**src/rtl/irq_pkg.sv**
```systemverilog
package irq_pkg;
  localparam int CTRL_W   = 16;
  localparam int PRIO_W   = 4;
  localparam int FLAG_BIT = 12;
  localparam int MASK_BIT = 7;
  localparam int PRIO_LSB = 0;
  localparam int MWORD_W  = 16;

  typedef logic [PRIO_W-1:0] prio_t;

  typedef struct packed {
    logic  flag;
    logic  mask;
    prio_t prio;
  } chan_t;

  localparam chan_t CHAN_RST = '{flag: 1'b0, mask: 1'b1, prio: {PRIO_W{1'b1}}};

  function automatic logic [CTRL_W-1:0] pack_ctrl(chan_t s);
    logic [CTRL_W-1:0] r;
    r = '0;
    r[FLAG_BIT] = s.flag;
    r[MASK_BIT] = s.mask;
    r[PRIO_LSB +: PRIO_W] = s.prio;
    return r;
  endfunction
endpackage

```
**src/rtl/irq_chan_reg.sv**
```systemverilog
module irq_chan_reg
  import irq_pkg::*;
(
  input  logic  clk,
  input  logic  rst_n,
  input  logic  hw_in,
  input  logic  ack_clr,
  input  logic  wr_hi,
  input  logic  wr_lo,
  input  logic  wflag,
  input  logic  wmask,
  input  prio_t wprio,
  input  logic  mask_wr,
  input  logic  mask_wbit,
  output chan_t st_q,
  output chan_t st_d
);
  logic in_q;
  logic edge_s;

  assign edge_s = hw_in & ~in_q;

  // precedence for the flag: transfer clear < software write < hardware edge
  always_comb begin
    st_d = st_q;
    if (ack_clr) st_d.flag = 1'b0;
    if (wr_hi)   st_d.flag = wflag;
    if (edge_s)  st_d.flag = 1'b1;
    if (wr_lo) begin
      st_d.mask = wmask;
      st_d.prio = wprio;
    end
    if (mask_wr) st_d.mask = mask_wbit;
  end

  always_ff @(posedge clk or negedge rst_n) begin
    if (!rst_n) begin
      st_q <= CHAN_RST;
      in_q <= 1'b0;
    end else begin
      st_q <= st_d;
      in_q <= hw_in;
    end
  end

  p_edge_sets_r4: assert property (@(posedge clk) disable iff (!rst_n)
    edge_s |=> st_q.flag);

  p_sw_set_r5: assert property (@(posedge clk) disable iff (!rst_n)
    (wr_hi && wflag) |=> st_q.flag);

  p_ack_clears_r10: assert property (@(posedge clk) disable iff (!rst_n)
    (ack_clr && !edge_s && !wr_hi) |=> !st_q.flag);

  p_prio_hold_r3: assert property (@(posedge clk) disable iff (!rst_n)
    !wr_lo |=> $stable(st_q.prio));
endmodule

```
**src/rtl/irq_bus_if.sv**
```systemverilog
module irq_bus_if
  import irq_pkg::*;
#(
  parameter  int NUM_CH = 32,
  localparam int CH_AW  = $clog2(NUM_CH),
  localparam int MW     = (NUM_CH + MWORD_W - 1) / MWORD_W
) (
  input  logic                  clk,
  input  logic                  rst_n,
  input  logic                  bus_en,
  input  logic                  bus_we,
  input  logic [CH_AW:0]        bus_addr,
  input  logic [1:0]            bus_be,
  input  logic [CTRL_W-1:0]     bus_wdata,
  input  chan_t [NUM_CH-1:0]    st_q,
  output logic  [NUM_CH-1:0]    wr_hi,
  output logic  [NUM_CH-1:0]    wr_lo,
  output logic  [NUM_CH-1:0]    mask_wr,
  output logic  [NUM_CH-1:0]    mask_wbit,
  output logic  [CTRL_W-1:0]    bus_rdata
);
  logic             region;
  logic [CH_AW-1:0] idx;
  logic             wr_s;
  logic [MW*MWORD_W-1:0] mask_pad;

  assign region = bus_addr[CH_AW];
  assign idx    = bus_addr[CH_AW-1:0];
  assign wr_s   = bus_en & bus_we;

  for (genvar c = 0; c < NUM_CH; c++) begin : g_dec
    assign wr_hi[c]     = wr_s & ~region & (idx == CH_AW'(c)) & bus_be[1];
    assign wr_lo[c]     = wr_s & ~region & (idx == CH_AW'(c)) & bus_be[0];
    assign mask_wr[c]   = wr_s & region & (idx == CH_AW'(c / MWORD_W))
                          & bus_be[(c % MWORD_W) / 8];
    assign mask_wbit[c] = bus_wdata[c % MWORD_W];
  end

  for (genvar b = 0; b < MW*MWORD_W; b++) begin : g_pad
    if (b < NUM_CH) begin : g_real
      assign mask_pad[b] = st_q[b].mask;
    end else begin : g_zero
      assign mask_pad[b] = 1'b0;
    end
  end

  always_comb begin
    bus_rdata = '0;
    if (bus_en && !bus_we) begin
      if (!region) begin
        if (int'(idx) < NUM_CH) bus_rdata = pack_ctrl(st_q[idx]);
      end else begin
        if (int'(idx) < MW) bus_rdata = mask_pad[int'(idx)*MWORD_W +: MWORD_W];
      end
    end
  end

  p_rsvd_zero_r2: assert property (@(posedge clk) disable iff (!rst_n)
    (bus_en && !bus_we && !region) |-> ((bus_rdata & 16'hEF70) == 16'h0000));

  p_one_target_r9: assert property (@(posedge clk) disable iff (!rst_n)
    $onehot0(wr_lo | mask_wr) || (wr_lo == '0) || (mask_wr == '0));
endmodule

```
**src/rtl/irq_arbiter.sv**
```systemverilog
module irq_arbiter
  import irq_pkg::*;
#(
  parameter  int NUM_CH = 32,
  localparam int CH_AW  = $clog2(NUM_CH)
) (
  input  logic               clk,
  input  logic               rst_n,
  input  chan_t [NUM_CH-1:0] st_d,
  output logic               out_valid,
  output logic [CH_AW-1:0]   out_id,
  output prio_t              out_prio
);
  logic [NUM_CH-1:0] pend;
  logic              found;
  logic [CH_AW-1:0]  best_id;
  prio_t             best_p;

  for (genvar c = 0; c < NUM_CH; c++) begin : g_pend
    assign pend[c] = st_d[c].flag & ~st_d[c].mask;
  end

  // ascending scan, strict compare keeps the lowest index on ties
  always_comb begin
    found   = 1'b0;
    best_id = '0;
    best_p  = '1;
    for (int i = 0; i < NUM_CH; i++) begin
      if (pend[i] && (!found || st_d[i].prio < best_p)) begin
        found   = 1'b1;
        best_p  = st_d[i].prio;
        best_id = CH_AW'(i);
      end
    end
  end

  always_comb begin
    if (rst_n) begin
      p_found_r6: assert (found == (|pend));
      if (found) begin
        for (int i = 0; i < NUM_CH; i++) begin
          if (pend[i]) begin
            p_tie_order_r7: assert (!(st_d[i].prio < best_p) &&
              !((st_d[i].prio == best_p) && (CH_AW'(i) < best_id)));
          end
        end
      end
    end
  end

  always_ff @(posedge clk or negedge rst_n) begin
    if (!rst_n) begin
      out_valid <= 1'b0;
      out_id    <= '0;
      out_prio  <= '1;
    end else begin
      out_valid <= found;
      out_id    <= best_id;
      out_prio  <= best_p;
    end
  end
endmodule

```
**src/rtl/prio_irq_ctrl.sv**
```systemverilog
module prio_irq_ctrl
  import irq_pkg::*;
#(
  parameter  int NUM_CH = 32,
  localparam int CH_AW  = $clog2(NUM_CH)
) (
  input  logic              clk,
  input  logic              rst_n,
  input  logic [NUM_CH-1:0] hw_irq,
  input  logic              bus_en,
  input  logic              bus_we,
  input  logic [CH_AW:0]    bus_addr,
  input  logic [1:0]        bus_be,
  input  logic [15:0]       bus_wdata,
  output logic [15:0]       bus_rdata,
  output logic              irq_valid,
  input  logic              irq_ready,
  output logic [CH_AW-1:0]  irq_id,
  output logic [3:0]        irq_prio,
  output logic              pend_any
);
  chan_t [NUM_CH-1:0] st_q;
  chan_t [NUM_CH-1:0] st_d;
  logic  [NUM_CH-1:0] wr_hi, wr_lo, mask_wr, mask_wbit, ack_clr, live;
  prio_t              arb_prio;

  irq_bus_if #(.NUM_CH(NUM_CH)) u_bus (
    .clk       (clk),
    .rst_n     (rst_n),
    .bus_en    (bus_en),
    .bus_we    (bus_we),
    .bus_addr  (bus_addr),
    .bus_be    (bus_be),
    .bus_wdata (bus_wdata),
    .st_q      (st_q),
    .wr_hi     (wr_hi),
    .wr_lo     (wr_lo),
    .mask_wr   (mask_wr),
    .mask_wbit (mask_wbit),
    .bus_rdata (bus_rdata)
  );

  for (genvar c = 0; c < NUM_CH; c++) begin : g_ch
    assign ack_clr[c] = irq_valid & irq_ready & (irq_id == CH_AW'(c));
    assign live[c]    = st_q[c].flag & ~st_q[c].mask;

    irq_chan_reg u_chan (
      .clk       (clk),
      .rst_n     (rst_n),
      .hw_in     (hw_irq[c]),
      .ack_clr   (ack_clr[c]),
      .wr_hi     (wr_hi[c]),
      .wr_lo     (wr_lo[c]),
      .wflag     (bus_wdata[FLAG_BIT]),
      .wmask     (bus_wdata[MASK_BIT]),
      .wprio     (bus_wdata[PRIO_LSB +: PRIO_W]),
      .mask_wr   (mask_wr[c]),
      .mask_wbit (mask_wbit[c]),
      .st_q      (st_q[c]),
      .st_d      (st_d[c])
    );
  end

  irq_arbiter #(.NUM_CH(NUM_CH)) u_arb (
    .clk       (clk),
    .rst_n     (rst_n),
    .st_d      (st_d),
    .out_valid (irq_valid),
    .out_id    (irq_id),
    .out_prio  (arb_prio)
  );

  assign irq_prio = arb_prio;
  assign pend_any = |live;

  p_mask_blocks_r6: assert property (@(posedge clk) disable iff (!rst_n)
    irq_valid |-> !st_q[irq_id].mask);

  p_winner_state_r7: assert property (@(posedge clk) disable iff (!rst_n)
    irq_valid |-> (st_q[irq_id].flag && (st_q[irq_id].prio == irq_prio)));

  p_pend_match_r8: assert property (@(posedge clk) disable iff (!rst_n)
    pend_any == irq_valid);

  p_idle_ready_r12: assert property (@(posedge clk) disable iff (!rst_n)
    (!irq_valid && irq_ready && !bus_en && (hw_irq == '0)) |=> $stable(st_q));
endmodule

```
**config.mk**
```make
export PLATFORM = sky130hd
export DESIGN_NAME = prio_irq_ctrl
export DESIGN_NICKNAME = d
export VERILOG_FILES = /design/src/rtl/irq_pkg.sv /design/src/rtl/irq_chan_reg.sv /design/src/rtl/irq_bus_if.sv /design/src/rtl/irq_arbiter.sv /design/src/rtl/prio_irq_ctrl.sv
export SDC_FILE = /design/constraint.sdc
export NUM_CORES = 1
export LEC_CHECK = 0
export BUFFER_PORTS_ARGS = -buffer_cell sky130_fd_sc_hd__buf_2
export CAP_MARGIN = 10
export CORE_ASPECT_RATIO = 1.4
export CORE_MARGIN = 2
export CORE_UTILIZATION = 40
export CTS_BUF_LIST = sky130_fd_sc_hd__clkbuf_8
export DETAILED_ROUTE_END_ITERATION = 8
export PLACE_DENSITY = 0.59
export SETUP_SLACK_MARGIN = 0.4
export SLEW_MARGIN = 5
export SYNTH_ARGS = -nofsm -noshare
export SYNTH_HDL_FRONTEND = slang
export SYNTH_HIERARCHICAL = 1
export SYNTH_SLANG_ARGS = --single-unit
```
**constraint.sdc**
```tcl
create_clock -name clk -period 43.6 [get_ports clk]
set_clock_uncertainty 0.2 [all_clocks]
set_input_delay 8.72 -clock clk [delete_from_list [all_inputs] [get_ports clk]]
set_output_delay 8.72 -clock clk [all_outputs]
set_load 0.02 [all_outputs]
```
==> metrics.txt <==
outcome finished, violations left; failing checks negative setup slack; post-synth top area cell dfstp_2; DRC viols 0; final setup fails 9; main combinational cell family by area after synthesis compound AO/OA/AOI/OAI gates; min Tclk post-route 48880 ps; Relative slew margins between 30% and 40%; die width approximately 190 µm; CTS tree built; Starting Density 40.5%; most frequent cells in the layout buf_4 (646), nor2_1 (187), dfstp_2 (164), inv_1 (160), nand2_1 (152); Worst Path Arrival a little under 50000 ps; synthesized flop and latch total 234; CP required 43880 ps; I/O pin cnt 88; clk buf depth 3; share of layout cells above drive strength 1 49.1%; # fillers 4383; most common cell after layout, fill and taps aside buf_4; MaxCap Viol Count 0; Fin Hold WS 369 ps; Synth top area share 21.6%; largest net degree at the start of global routing 85; drt initial violations 1261; WS Path Type in2reg; detailed placement HPWL 62500 µm; post-synthesis compound-gate area fraction 22.7%; synthesized area 0.0199 mm²; max incr delay on CP around 450 ps; CP startpoint bus_be[0]; Fin. Hold Viols 0; top achievable clock speed 0.0205 GHz; post-synthesis xor/xnor area fraction less than 1%; clk_lat worst skew approximately 600 ps; final worst slack -5280 ps; Clock transition at path regs approximately 60 ps; Post-CTS Hold Buffers 0; WL/cell around 23 µm; number of buffers created by CTS 39; htree depth 2; clk sinks 234; clk root buf clkbuf_8; DP Cell Count 3322; Seq/Total Area, Yosys 30.4%; synth warn 6; global-route wire length before repair 121000 µm; Non-Filler Instances 3549; Placer Congestion about 1.0; number of synthesized flops with an enable pin 0; CP Capture Type flop; via/cell ratio 5.84; Post-synth ARST share 100%; synthesized instance count between 2000 and 2500; post-synthesis average cell area roughly 9.0 µm²; slowest CP cell o41a_1; most frequent CP cell ha_4; RSZ-0062 raised after global routing yes; GR Util All Layers 30.6%; mux contribution to synthesized area 18.3%; core area 0.0491 mm²; Chip Height 268 µm; worst reg2reg startpoint u_arb/out_id[1]; fraction of the cycle the final worst path needs 112%; initial antenna violation count 5; worst hold path startpoint g_ch[23].u_chan/in_q; post-route ant nets 0; worst-path fanout max 5; final global-route overflow total 0; predominant post-synthesis flop cell dfstp_2; max-slew violation count 0; routed via count 20715; Synth-to-Final Area Change 38.3%; Yosys cell types 125; final net count 2978; port bufs 87; Rows 96; HP Class reg2reg; final WL roughly 80000 µm; Slew @ Worst Pin 1020 ps; type of origin of the critical path primary input; drt pass-1 iters 5; DIE AREA 0.0516 mm²; leading post-synthesis cells by cell area dfstp_2 (22%), mux2_2 (9.1%), dfrtp_1 (8.8%), mux2i_1 (6.2%), nor2_1 (3.9%); vias in the first global route 21309; syn_nets roughly 2300; Post-Synth Adder-Cell Area 2.77%; simple-gate portion of the synthesized area 18.5%
==> state kept, by name (all words and copies together), names as in the netlist <==
register          flops
g_ch.u_chan/st_q    192
u_arb/out_valid       1
u_arb/out_id          5
g_ch.u_chan/in_q     32
u_arb/out_prio        4
==> worst paths after layout <==
path                                            to  slack [ps]  depth (start not counted)
max                              u_arb/out_prio[3]       -5280                        256
min                        g_ch[23].u_chan/st_q[5]         370                          2
max reg2reg                      u_arb/out_prio[3]        3010                        254
min reg2reg                g_ch[23].u_chan/st_q[5]         370                          2
max in group asynchronous     g_ch[11].u_chan/in_q       32890                          3
min in group asynchronous     g_ch[31].u_chan/in_q        7920                          1
==> cell type report <==
type	instances	area, µm²	area share, %
tap	637	797	2.89
antenna	1	2.50	0.00909
multi-input combinational	1704	13800	50.3
clock buffer	46	633	2.30
timing repair buffer	739	5420	19.7
sequential	234	6060	22.0
clock inverter	25	161	0.586
inverter	163	627	2.28
==> critical path, delay by kind of cell <==
kind | cells | cell delay, ps
buf+inv | 30 | 2560
simple gates | 79 | 9640
mux | 22 | 5760
fa+ha+maj | 30 | 7460
compound gates | 95 | 14950
==> timing repair <==
item,CTS,global route
pin swaps,83,80
setup buffers,117,38
setup endpoints to repair,9,9
resized for setup,109,59
==> cells by family after synthesis <==
kind of cell,count (synthesis)
and+or+nand+nor,737
AOI/OAI and AO/OA,596
muxes,315
buffers and inverters,274
DFF,234
adders and majority gates,46
xor gates and xnor gates,10
==> synth_stat cells (33+ instances only) <==
master and n:
o22ai_1 38, buf_4 67, inv_1 163, o21ai_1 43
mux2_2 161, o21ai_0 48, nand2_1 178, nor2_1 209
nor3_1 43, nand3_1 48, ha_1 36, mux2i_1 124
nor3b_1 35, a221o_1 33, a21oi_1 94, nand2b_1 67
dfstp_2 164, dfrtp_1 70
==> metal layers <==
layer  GRT usage, %  wire length, µm  vias to the layer above
li1               -                -                     9545
met2           55.3            40700                      634
met3           4.02             3610                      261
met5              0               51                        -
met1           33.5            30200                    10267
met4           19.1             5720                        8
==> stage by stage <==
stage | instance area, µm² | TNS [ps] | worst slack, ps | utilization, %
after floorplan | 20700 | -60840 | -6890 | -
after global routing | 27500 | -65420 | -7320 | 56.1
after global placement | 24900 | -49300 | -5540 | 50.6
after CTS | 27000 | -39180 | -4400 | 54.9
final | 27500 | -47070 | -5280 | 56.1
after detailed placement | 24900 | -61010 | -6860 | 50.6
Power is left out: the tool's default activity adds up to more than one toggle a clock period on the data nets, which glitch-free logic cannot reach.
